[config.mk]
export PLATFORM = sky130hd
export DESIGN_NAME = ser_tx_top
export DESIGN_NICKNAME = d
export VERILOG_FILES = /design/src/rtl/ser_tx_pkg.sv /design/src/rtl/ser_tx_ctrl.sv /design/src/rtl/ser_tx_dp.sv /design/src/rtl/ser_tx_top.sv
export SDC_FILE = /design/constraint.sdc
export NUM_CORES = 1
export LEC_CHECK = 0
export ABC_AREA = 1
export BUFFER_PORTS_ARGS = -buffer_cell sky130_fd_sc_hd__buf_2
export CAP_MARGIN = 20
export CORE_MARGIN = 2
export CORE_UTILIZATION = 53
export DETAILED_ROUTE_END_ITERATION = 8
export HOLD_SLACK_MARGIN = 0.1
export MAX_ROUTING_LAYER = met4
export PLACE_DENSITY = 0.76
export SKIP_LAST_GASP = 1
export SYNTH_ARGS = -nofsm -noshare
export SYNTH_HDL_FRONTEND = slang
export SYNTH_HIERARCHICAL = 1
export SYNTH_SLANG_ARGS = --single-unit
export TNS_END_PERCENT = 10
[constraint.sdc]
create_clock -name clk -period 2.4 [get_ports clk]
set_input_delay 0.24 -clock clk [delete_from_list [all_inputs] [get_ports clk]]
set_output_delay 0.24 -clock clk [all_outputs]
set_load 0.005 [all_outputs]
[src/rtl/ser_tx_pkg.sv]
package ser_tx_pkg;

  // Strobes from the frame control to the datapath, all single-cycle.
  typedef struct packed {
    logic copy;     // load shift register from holding register
    logic shift;    // present next data bit
    logic clear;    // drive serial data low
    logic endWord;  // last data bit period is ending
  } txStrobes_t;

  function automatic logic [5:0] wordBits(input logic [1:0] sel);
    case (sel)
      2'd0:    wordBits = 6'd8;
      2'd1:    wordBits = 6'd16;
      default: wordBits = 6'd32;
    endcase
  endfunction

endpackage

[src/rtl/ser_tx_ctrl.sv]
module ser_tx_ctrl
  import ser_tx_pkg::*;
#(
  parameter int CLK_DIV = 4,
  parameter int FP_W    = 8
) (
  input  logic            clk,
  input  logic            rstN,
  input  logic            cfgSyncFromCopy,
  input  logic [FP_W-1:0] cfgFramePeriod,
  input  logic [1:0]      cfgWordSel,
  input  logic            fresh,
  output txStrobes_t      st,
  output logic            bitClk,
  output logic            frameSync,
  output logic            txReady
);

  localparam int DIV_W = (CLK_DIV > 2) ? $clog2(CLK_DIV) : 1;
  localparam logic [DIV_W-1:0] DIV_LAST = DIV_W'(CLK_DIV - 1);
  localparam logic [DIV_W-1:0] DIV_HALF = DIV_W'(CLK_DIV / 2);

  logic [DIV_W-1:0] divCnt;
  logic [FP_W-1:0]  slot;
  logic [FP_W-1:0]  nextSlot;
  logic [FP_W-1:0]  wordLen;
  logic             active;
  logic             tick;
  logic             frameEnd;
  logic             startNow;
  logic             stallNow;
  logic             advance;

  assign tick     = (divCnt == DIV_LAST);
  assign wordLen  = FP_W'(wordBits(cfgWordSel));
  assign nextSlot = slot + 1'b1;
  assign frameEnd = !active || (slot == cfgFramePeriod - 1'b1);
  assign startNow = tick && frameEnd && (!cfgSyncFromCopy || fresh);
  assign stallNow = tick && frameEnd && !startNow;
  assign advance  = tick && !frameEnd;

  always_comb begin
    st.copy    = startNow;
    st.shift   = advance && (nextSlot <= wordLen);
    st.clear   = (advance && (nextSlot > wordLen)) || stallNow;
    st.endWord = tick && active && (slot == wordLen);
  end

  assign bitClk = (divCnt >= DIV_HALF);

  always_ff @(posedge clk) begin
    if (!rstN) begin
      divCnt    <= '0;
      slot      <= '0;
      active    <= 1'b0;
      frameSync <= 1'b0;
      txReady   <= 1'b0;
    end else begin
      divCnt  <= tick ? '0 : divCnt + 1'b1;
      txReady <= startNow;
      if (startNow) begin
        slot      <= '0;
        active    <= 1'b1;
        frameSync <= 1'b1;
      end else if (stallNow) begin
        active    <= 1'b0;
        frameSync <= 1'b0;
      end else if (advance) begin
        slot      <= nextSlot;
        frameSync <= 1'b0;
      end
    end
  end

  // the ready request never lasts more than one cycle
  p_ready_pulse_r5: assert property (@(posedge clk) disable iff (!rstN)
    txReady |=> !txReady);

  // frame sync only rises on a bit-period boundary, with bit clock low
  p_sync_on_boundary_r3: assert property (@(posedge clk) disable iff (!rstN)
    $rose(frameSync) |-> !bitClk);

endmodule

[src/rtl/ser_tx_dp.sv]
module ser_tx_dp
  import ser_tx_pkg::*;
#(
  parameter int DATA_W = 32
) (
  input  logic              clk,
  input  logic              rstN,
  input  logic              wrValid,
  input  logic [DATA_W-1:0] wrData,
  input  logic [1:0]        cfgWordSel,
  input  logic              cfgSyncFromCopy,
  input  txStrobes_t        st,
  output logic              fresh,
  output logic              txData,
  output logic              emptyN
);

  // DATA_W must be at least 32 so that every word length fits.
  localparam logic [5:0] FULL_W = 6'(DATA_W);

  logic [DATA_W-1:0] holdReg;
  logic [DATA_W-1:0] shiftReg;
  logic [DATA_W-1:0] aligned;
  logic [5:0]        wordLen;

  assign wordLen = wordBits(cfgWordSel);
  assign aligned = holdReg << (FULL_W - wordLen);

  always_ff @(posedge clk) begin
    if (!rstN) begin
      holdReg  <= '0;
      shiftReg <= '0;
      fresh    <= 1'b0;
      txData   <= 1'b0;
      emptyN   <= 1'b0;
    end else begin
      // a write lands after a same-cycle copy has taken the old contents
      if (wrValid) begin
        holdReg <= wrData;
        fresh   <= 1'b1;
      end else if (st.copy) begin
        fresh   <= 1'b0;
      end

      if (st.copy) begin
        shiftReg <= aligned;
        txData   <= 1'b0;
      end else if (st.shift) begin
        txData   <= shiftReg[DATA_W-1];
        shiftReg <= shiftReg << 1;
      end else if (st.clear) begin
        txData   <= 1'b0;
      end

      if (st.endWord && !fresh)
        emptyN <= 1'b0;
      else if (st.copy && fresh)
        emptyN <= 1'b1;
    end
  end

  // copy-driven mode never starts a frame without a fresh word
  p_copy_needs_fresh_r9: assert property (@(posedge clk) disable iff (!rstN)
    (cfgSyncFromCopy && st.copy) |-> fresh);

endmodule

[src/rtl/ser_tx_top.sv]
module ser_tx_top
  import ser_tx_pkg::*;
#(
  parameter int CLK_DIV = 4,
  parameter int DATA_W  = 32,
  parameter int FP_W    = 8
) (
  input  logic              clk,
  input  logic              rstN,
  input  logic [1:0]        cfgWordSel,
  input  logic [FP_W-1:0]   cfgFramePeriod,
  input  logic              cfgSyncFromCopy,
  input  logic              wrValid,
  input  logic [DATA_W-1:0] wrData,
  output logic              bitClk,
  output logic              frameSync,
  output logic              txData,
  output logic              txReady,
  output logic              emptyN
);

  txStrobes_t strobes;
  logic       fresh;

  ser_tx_ctrl #(.CLK_DIV(CLK_DIV), .FP_W(FP_W)) u_ctrl (
    .clk            (clk),
    .rstN           (rstN),
    .cfgSyncFromCopy(cfgSyncFromCopy),
    .cfgFramePeriod (cfgFramePeriod),
    .cfgWordSel     (cfgWordSel),
    .fresh          (fresh),
    .st             (strobes),
    .bitClk         (bitClk),
    .frameSync      (frameSync),
    .txReady        (txReady)
  );

  ser_tx_dp #(.DATA_W(DATA_W)) u_dp (
    .clk            (clk),
    .rstN           (rstN),
    .wrValid        (wrValid),
    .wrData         (wrData),
    .cfgWordSel     (cfgWordSel),
    .cfgSyncFromCopy(cfgSyncFromCopy),
    .st             (strobes),
    .fresh          (fresh),
    .txData         (txData),
    .emptyN         (emptyN)
  );

  // no data bit is driven during the frame-sync bit period
  p_sync_data_quiet_r4: assert property (@(posedge clk) disable iff (!rstN)
    frameSync |-> !txData);

  // empty clears only together with a copy
  p_empty_clear_r8: assert property (@(posedge clk) disable iff (!rstN)
    $rose(emptyN) |-> txReady);

endmodule

==> results of run 1 <==
[worst max-delay path, delay by kind of cell, from the launching register on]
kind,cells,cell delay [ns]
AO/OA/AOI/OAI,3,0.47
buffers and inverters,3,0.34
flip-flops,1,0.39
AND/OR/NAND/NOR,7,0.67
XOR/XNOR,1,0.14
adder cells (fa/ha/maj),2,0.44
[layer usage]
metal / GRT usage (%) / vias up / share of wire, %
met5: - / - / 0
met4: 10.5 / 0 / 2.0
met3: 4.23 / 20 / 6.6
met2: 39.3 / 170 / 45
met1: 37.0 / 2076 / 46
li1: - / 2216 / -
[flip-flops by register name (all words and copies together) (netlist names), 2 cells and up]
signal	count
u_dp/shiftReg	32
u_ctrl/divCnt	2
u_dp/holdReg	32
u_ctrl/slot	8
[timing repair]
| action | in CTS | in global routing |
|---|---|---|
| setup endpoints to repair | 32 | 33 |
| resized for setup | 30 | 2 |
| gates cloned | 2 | 0 |
| pin swaps | 12 | 8 |
| hold endpoints to repair | 4 | 0 |
| hold buffers | 4 | 0 |
| setup buffers | 8 | 3 |
[stage by stage]
| stage | instance area [um2] | setup TNS [ns] | power (uW) | hold WS, ns |
|---|---|---|---|---|
| after floorplan | 4350 | 0 | 1740 | 0.375 |
| after global placement | 4830 | -1.10 | 1870 | 0.424 |
| after detailed placement | 4830 | -2.90 | 1890 | 0.439 |
| after CTS | 5240 | -0.119 | 2930 | 0.100 |
| after global routing | 5310 | -5.66 | 3060 | 0.104 |
| final | 5310 | -2.54 | 2930 | 0.107 |
[cell type report]
type / count / area [um2] / area share [%]
clock buffers: 11 / 141 / 2.66
clock inverters: 5 / 63.8 / 1.20
inverters: 52 / 198 / 3.72
multi-input cells: 462 / 2450 / 46.1
flip-flops and latches: 80 / 1610 / 30.4
well taps: 105 / 131 / 2.48
repair buffers: 97 / 707 / 13.3
repair inverters: 1 / 7.51 / 0.141
[cell families after synthesis]
| family | share of synthesized area [%] |
|---|---|
| compound gates | 20.6 |
| xor+xnor | 2.34 |
| fa+ha+maj | 3.17 |
| buf+inv | 8.50 |
| flops | 36.9 |
| simple gates | 28.5 |
[path summary, 6_finish.rpt]
path	endpoint	from	cells after the start
worst max-delay path	u_dp/shiftReg[19]	u_ctrl/slot[0]	16
worst min-delay path	u_dp/holdReg[5]	wrData[5]	3
worst max register to register	u_dp/shiftReg[19]	u_ctrl/slot[0]	16
worst min register to register	u_ctrl/divCnt[0]	u_ctrl/divCnt[0]	1
[report_power, final]
group,switching [uW],leakage [uW],total (uW),internal (uW)
sequential,55.2,0.000658,1460,1400
clock,524,0.000100,1040,517
combinational,262,0.00164,436,174
total,842,0.00239,2930,2090
[layout by cell type (no fill, tap or decap), types with 2 or more instances in the layout]
cell type	instances
nand2_1	101
nor2_1	98
o21ai_0	89
dfxtp_1	76
buf_2	50
inv_1	45
buf_4	36
nand3_1	32
a21oi_1	27
o21ai_1	23
nand2_2	12
a21oi_2	11
clkbuf_8	10
nand4_1	10
ha_1	9
nor2_2	8
nand2_4	6
xor2_1	6
inv_2	6
o211ai_1	5
dlygate4sd3_1	4
buf_12	4
nand3_2	3
xnor2_1	3
a211oi_1	3
clkinv_4	2
clkinvlp_4	2
buf_16	2
nor2_4	2
nor3_2	2
ha_4	2
dfxtp_4	2
dfxtp_2	2
==> results.tsv, run 1 <==
stage	metric	value	unit
run_status	status	complete, but fails checks	
run_status	failing checks	negative setup slack	
clock_tree	insertion delay of the later-clocked pin in the worst-skew pair	0.36	ns
yosys	top-count cell post-synth	nand2_1	
yosys	Ys Warns	6	
placement	Inst Count DP	779	
clock_tree	CTS Buffer Depth	2	
route	drt via density	5.51	
yosys	Synth Register Bits	80	
yosys	share of the synthesized area in the top cell type	36.9	%
clock_tree	TritonCTS clock tree	done	
route	DRT iter0 DRCs	405	
sta	RSZ-0062 raised after global routing	yes	
worst_setup_path	CP Capture Type	flip-flop	
finish	Filler Cells Inserted	707	
worst_setup_path	R2R Setup Slk	-0.15	ns
yosys	Post-synth top cells	103 x nand2_1, 101 x o21ai_0, 100 x nor2_1, 80 x dfxtp_1, 45 x inv_1	
route	number of remaining DRC errors	0	
job	# Max-Cap Violations	0	
power	leakage power	0.00239	uW
worst_setup_path	Critical Path Source Type	flip-flop	
route	Vias	4482	
yosys	Post-Syn Instances	629	
worst_setup_path	crit path DAT	2.80	ns
placement	Post-DP HPWL	7.85	mm
route	final wirelength	11.7	mm
power	VDD IR-drop max	0.322	mV
finish	n_diodes	0	
sta	Worst Skew	0.00748	ns
route	First-pass DRT Iterations	5	
global_route	vias in the first global route	3906	
global_route	initial antenna violation count	0	
yosys	area leader, netlist	dfxtp_1	
yosys	Mapped Area	0.00434	mm2
yosys	synth top area cells	dfxtp_1 37%, o21ai_0 12%, nand2_1 8.9%	
clock_tree	clk sinks	80	
sta	Hold Fails Final Rpt	0	
yosys	ys async rst share	0	%
global_route	first-pass GRT wire length	18.3	mm
global_route	Tot GR Track Use	26.8	%
route	WL/cell	14.4	um
finish	Util after Layout	65.6	%
worst_setup_path	crit-path cells	ha_4, nand2_4, nor2_4, xor2_1, inv_1, ha_4, nand2_4, o32ai_2, nand2_1, nor2_4, buf_6, clkinvlp_4, o21ai_1, o21ai_1, nor2_1, nor2_1	
finish	Layout Area Growth over Synthesis	22.3	%
global_route	pin count of the biggest net entering global routing	46	
clock_tree	H-tree levels	3	
finish	share of cells above drive strength 1	24.0	%
yosys	Synth cell types	38	
sta	minimum clock period	2.55	ns
die	Die Ht	94.5	um
placement	routability cong.	0.946	
die	# IOs	51	
global_route	Overflow after GRT	0	
clock_tree	clock-pin transition on the worst setup and hold timing paths	0.08	ns
worst_setup_path	Worst path max stage delay	0.39	ns
yosys	Post-Syn Nets	686	
worst_setup_path	Crit-path slowest cell	dfxtp_4	
route	Detail Route Antenna Nets	0	
yosys	Post-synth EDFFs	0	
sta	Peak Freq	0.393	GHz
finish	Final Non-Filler Cells	813	
die	total core area	0.00809	mm2
yosys	Main synth FF type	dfxtp_1	
worst_setup_path	CP max FO	6	
die	Die Wd	94.5	um
placement	number of port buffers	50	
sta	final setup fails	33	
yosys	syn avg cell area	6.90	um2
sta	Slew @ Worst Pin	0.705	ns
yosys	Seq/Total Area, Yosys	36.9	%
die	die area	0.00893	mm2
die	initial core utilization	53.6	%
worst_hold_path	worst hold path class	input pin to flip-flop	
clock_tree	TritonCTS buffer count	9	
placement	dpl ws	-0.136	ns
die	row cnt	33	
worst_setup_path	crit path kind	flip-flop to flip-flop	
sta	PnR worst setup slack	-0.145	ns
sta	fin crit share	106	%
sta	Pins Over Slew Limit	0	
sta	relative slew slack	53.0	%
clock_tree	clk root buf	clkbuf_8	
finish	Final nets	760	
power	Power Density	553	mW/mm2
worst_setup_path	Critical Path RT	2.65	ns
(Power assumes the default switching activity.)
==> run 2: changes to the inputs <==
- CORE_MARGIN: 2 -> 5
==> run 2 against run 1 <==
Compared with the run above:
- first-iteration DRC count down 6.4%
- non-clock buffer count increased by 6
- critical endpoint is now u_dp/shiftReg[16]
- sequential share of layout area shrank 0.51 points
- worst setup slack better by 0.079 ns
- utilization rose by 1.1 points
- the run still ends with negative setup slack left
- sequential power about the same
==> results.tsv, run 2 (synthesis results as in run 1) <==
stage	metric	value	unit
power	Power Density	531	mW/mm2
sta	PnR worst setup slack	-0.0666	ns
global_route	initial antenna violation count	0	
clock_tree	H-tree levels	3	
finish	most frequent cells in the layout	100 x nand2_1, 95 x nor2_1, 82 x o21ai_0	
placement	routability cong.	0.900	
finish	biggest regs	u_dp/holdReg (32), u_dp/shiftReg (32), u_ctrl/slot (8)	
finish	Final nets	766	
die	row cnt	33	
placement	number of port buffers	50	
global_route	pin count of the biggest net entering global routing	42	
worst_setup_path	CP max FO	23	
placement	Post-DP HPWL	8.02	mm
finish	share of cells above drive strength 1	25.6	%
job	# Max-Cap Violations	0	
die	Die Ht	100	um
clock_tree	clk sinks	80	
sta	fin crit share	103	%
route	DRT iter0 DRCs	379	
finish	n_diodes	0	
route	final wirelength	11.9	mm
finish	Util after Layout	66.7	%
worst_hold_path	worst hold path class	input pin to flip-flop	
sta	Hold Fails Final Rpt	0	
die	Die Wd	100	um
sta	relative slew slack	56.1	%
worst_setup_path	crit path kind	flip-flop to flip-flop	
global_route	vias in the first global route	4120	
sta	Worst Skew	0.0138	ns
route	drt via density	5.46	
global_route	Tot GR Track Use	24.6	%
worst_setup_path	cell mode on critical path	nor2_4	
clock_tree	TritonCTS clock tree	done	
clock_tree	insertion delay of the later-clocked pin in the worst-skew pair	0.36	ns
worst_setup_path	family with the most delay on the worst path	compound AO/OA/AOI/OAI gates	
finish	Final Instance Area	0.00540	mm2
clock_tree	clock-pin transition on the worst setup and hold timing paths	0.10	ns
clock_tree	CTS Buffer Depth	2	
power	leakage power	0.00242	uW
route	Detail Route Antenna Nets	0	
sta	Pins Over Slew Limit	0	
sta	Slew @ Worst Pin	0.658	ns
finish	Layout Area Growth over Synthesis	24.4	%
route	Vias	4470	
route	number of remaining DRC errors	0	
worst_setup_path	Worst path max stage delay	0.38	ns
die	# IOs	51	
die	initial core utilization	53.6	%
placement	dpl ws	-0.111	ns
sta	final setup fails	19	
run_status	status	complete, but fails checks	
placement	placed standard-cell area	0.00480	mm2
worst_setup_path	crit path DAT	2.72	ns
route	DRT met1 WL	5.54	mm
power	VDD IR-drop max	0.345	mV
clock_tree	TritonCTS buffer count	9	
sta	Peak Freq	0.405	GHz
route	Met3 Wirelength	794	um
worst_setup_path	Critical Path Source Type	flip-flop	
run_status	failing checks	negative setup slack	
finish	commonest non-fill, non-tap cell in the layout	nand2_1	
worst_setup_path	Crit-path slowest cell	dfxtp_4	
route	met2 WL post-DR	5.44	mm
worst_setup_path	Critical Path RT	2.65	ns
power	Design Power	2860	uW
clock_tree	clk root buf	clkbuf_8	
route	WL/cell	14.6	um
worst_setup_path	CP Capture Type	flip-flop	
die	die area	0.0101	mm2
global_route	Overflow after GRT	0	
route	First-pass DRT Iterations	5	
worst_setup_path	CP Buf/Inv Count	3	
worst_setup_path	crit-path cells	ha_4, nand2_4, nor2_4, xor2_1, inv_1, ha_1, nand2_2, o32ai_2, nand2_1, nor2_4, inv_4, buf_12, o21ai_0, a21oi_1	
route	top routing layer used	met4	
sta	RSZ-0062 raised after global routing	yes	
die	total core area	0.00809	mm2
sta	minimum clock period	2.47	ns
global_route	first-pass GRT wire length	19.6	mm
finish	Filler Cells Inserted	722	
run 2: layer usage:
metal	vias up	global-route usage, %
met5	-	-
met4	0	6.32
met3	16	4.22
met2	166	37.3
met1	2056	34.3
li1	2232	-
run 2: what timing repair did:
action | 4_1_cts | 5_1_grt
hold endpoints to repair | 7 | 1
gates cloned | 2 | 1
resized for setup | 29 | 25
endpoints found under the setup margin | 31 | 34
buffers inserted | 12 | 2
pin swaps | 9 | 15
hold buffers | 7 | 1
run 2: area by class of cell:
class,count,area [um2],share of cell area (%)
repair inverters,1,7.51,0.139
multi-input cells,462,2500,46.4
well taps,105,131,2.43
inverters,52,198,3.66
clock buffers,10,138,2.55
repair buffers,103,758,14.0
clock inverters,6,51.3,0.950
flip-flops and latches,80,1610,29.9
run 2: final timing paths:
kind / cells after the start / slack [ns] / startpoint / endpoint
hold / removal: 3 / 0.10 / wrData[27] / u_dp/holdReg[27]
setup / recovery: 14 / -0.07 / u_ctrl/slot[0] / u_dp/shiftReg[16]
setup reg to reg: 14 / -0.07 / u_ctrl/slot[0] / u_dp/shiftReg[16]
hold reg to reg: 1 / 0.46 / u_ctrl/divCnt[0] / u_ctrl/divCnt[0]
run 2: where the power goes:
group | total [uW] | switching, uW | internal, uW
logic | 446 | 268 | 177
clock network | 963 | 547 | 416
registers | 1460 | 55.0 | 1400
run 2: per-stage QoR:
step | hold slack (ns) | setup TNS [ns] | std cells
6_report | 0.101 | -0.337 | 819
5_1_grt | 0.101 | -5.63 | 819
4_1_cts | 0.100 | -0.899 | 815
3_5_place_dp | 0.463 | -2.04 | 778
3_3_place_gp | 0.428 | -0.341 | 778
2_1_floorplan | 0.375 | 0 | 629
run 2: worst register-to-register path: stages (launching register included):
cell     delay (ns)
dfxtp_4        0.38
ha_4           0.15
nand2_4        0.06
nor2_4         0.09
xor2_1         0.15
inv_1          0.07
ha_1           0.29
nand2_2        0.06
o32ai_2        0.25
nand2_1        0.13
nor2_4         0.17
inv_4          0.09
buf_12         0.16
o21ai_0        0.20
a21oi_1        0.10
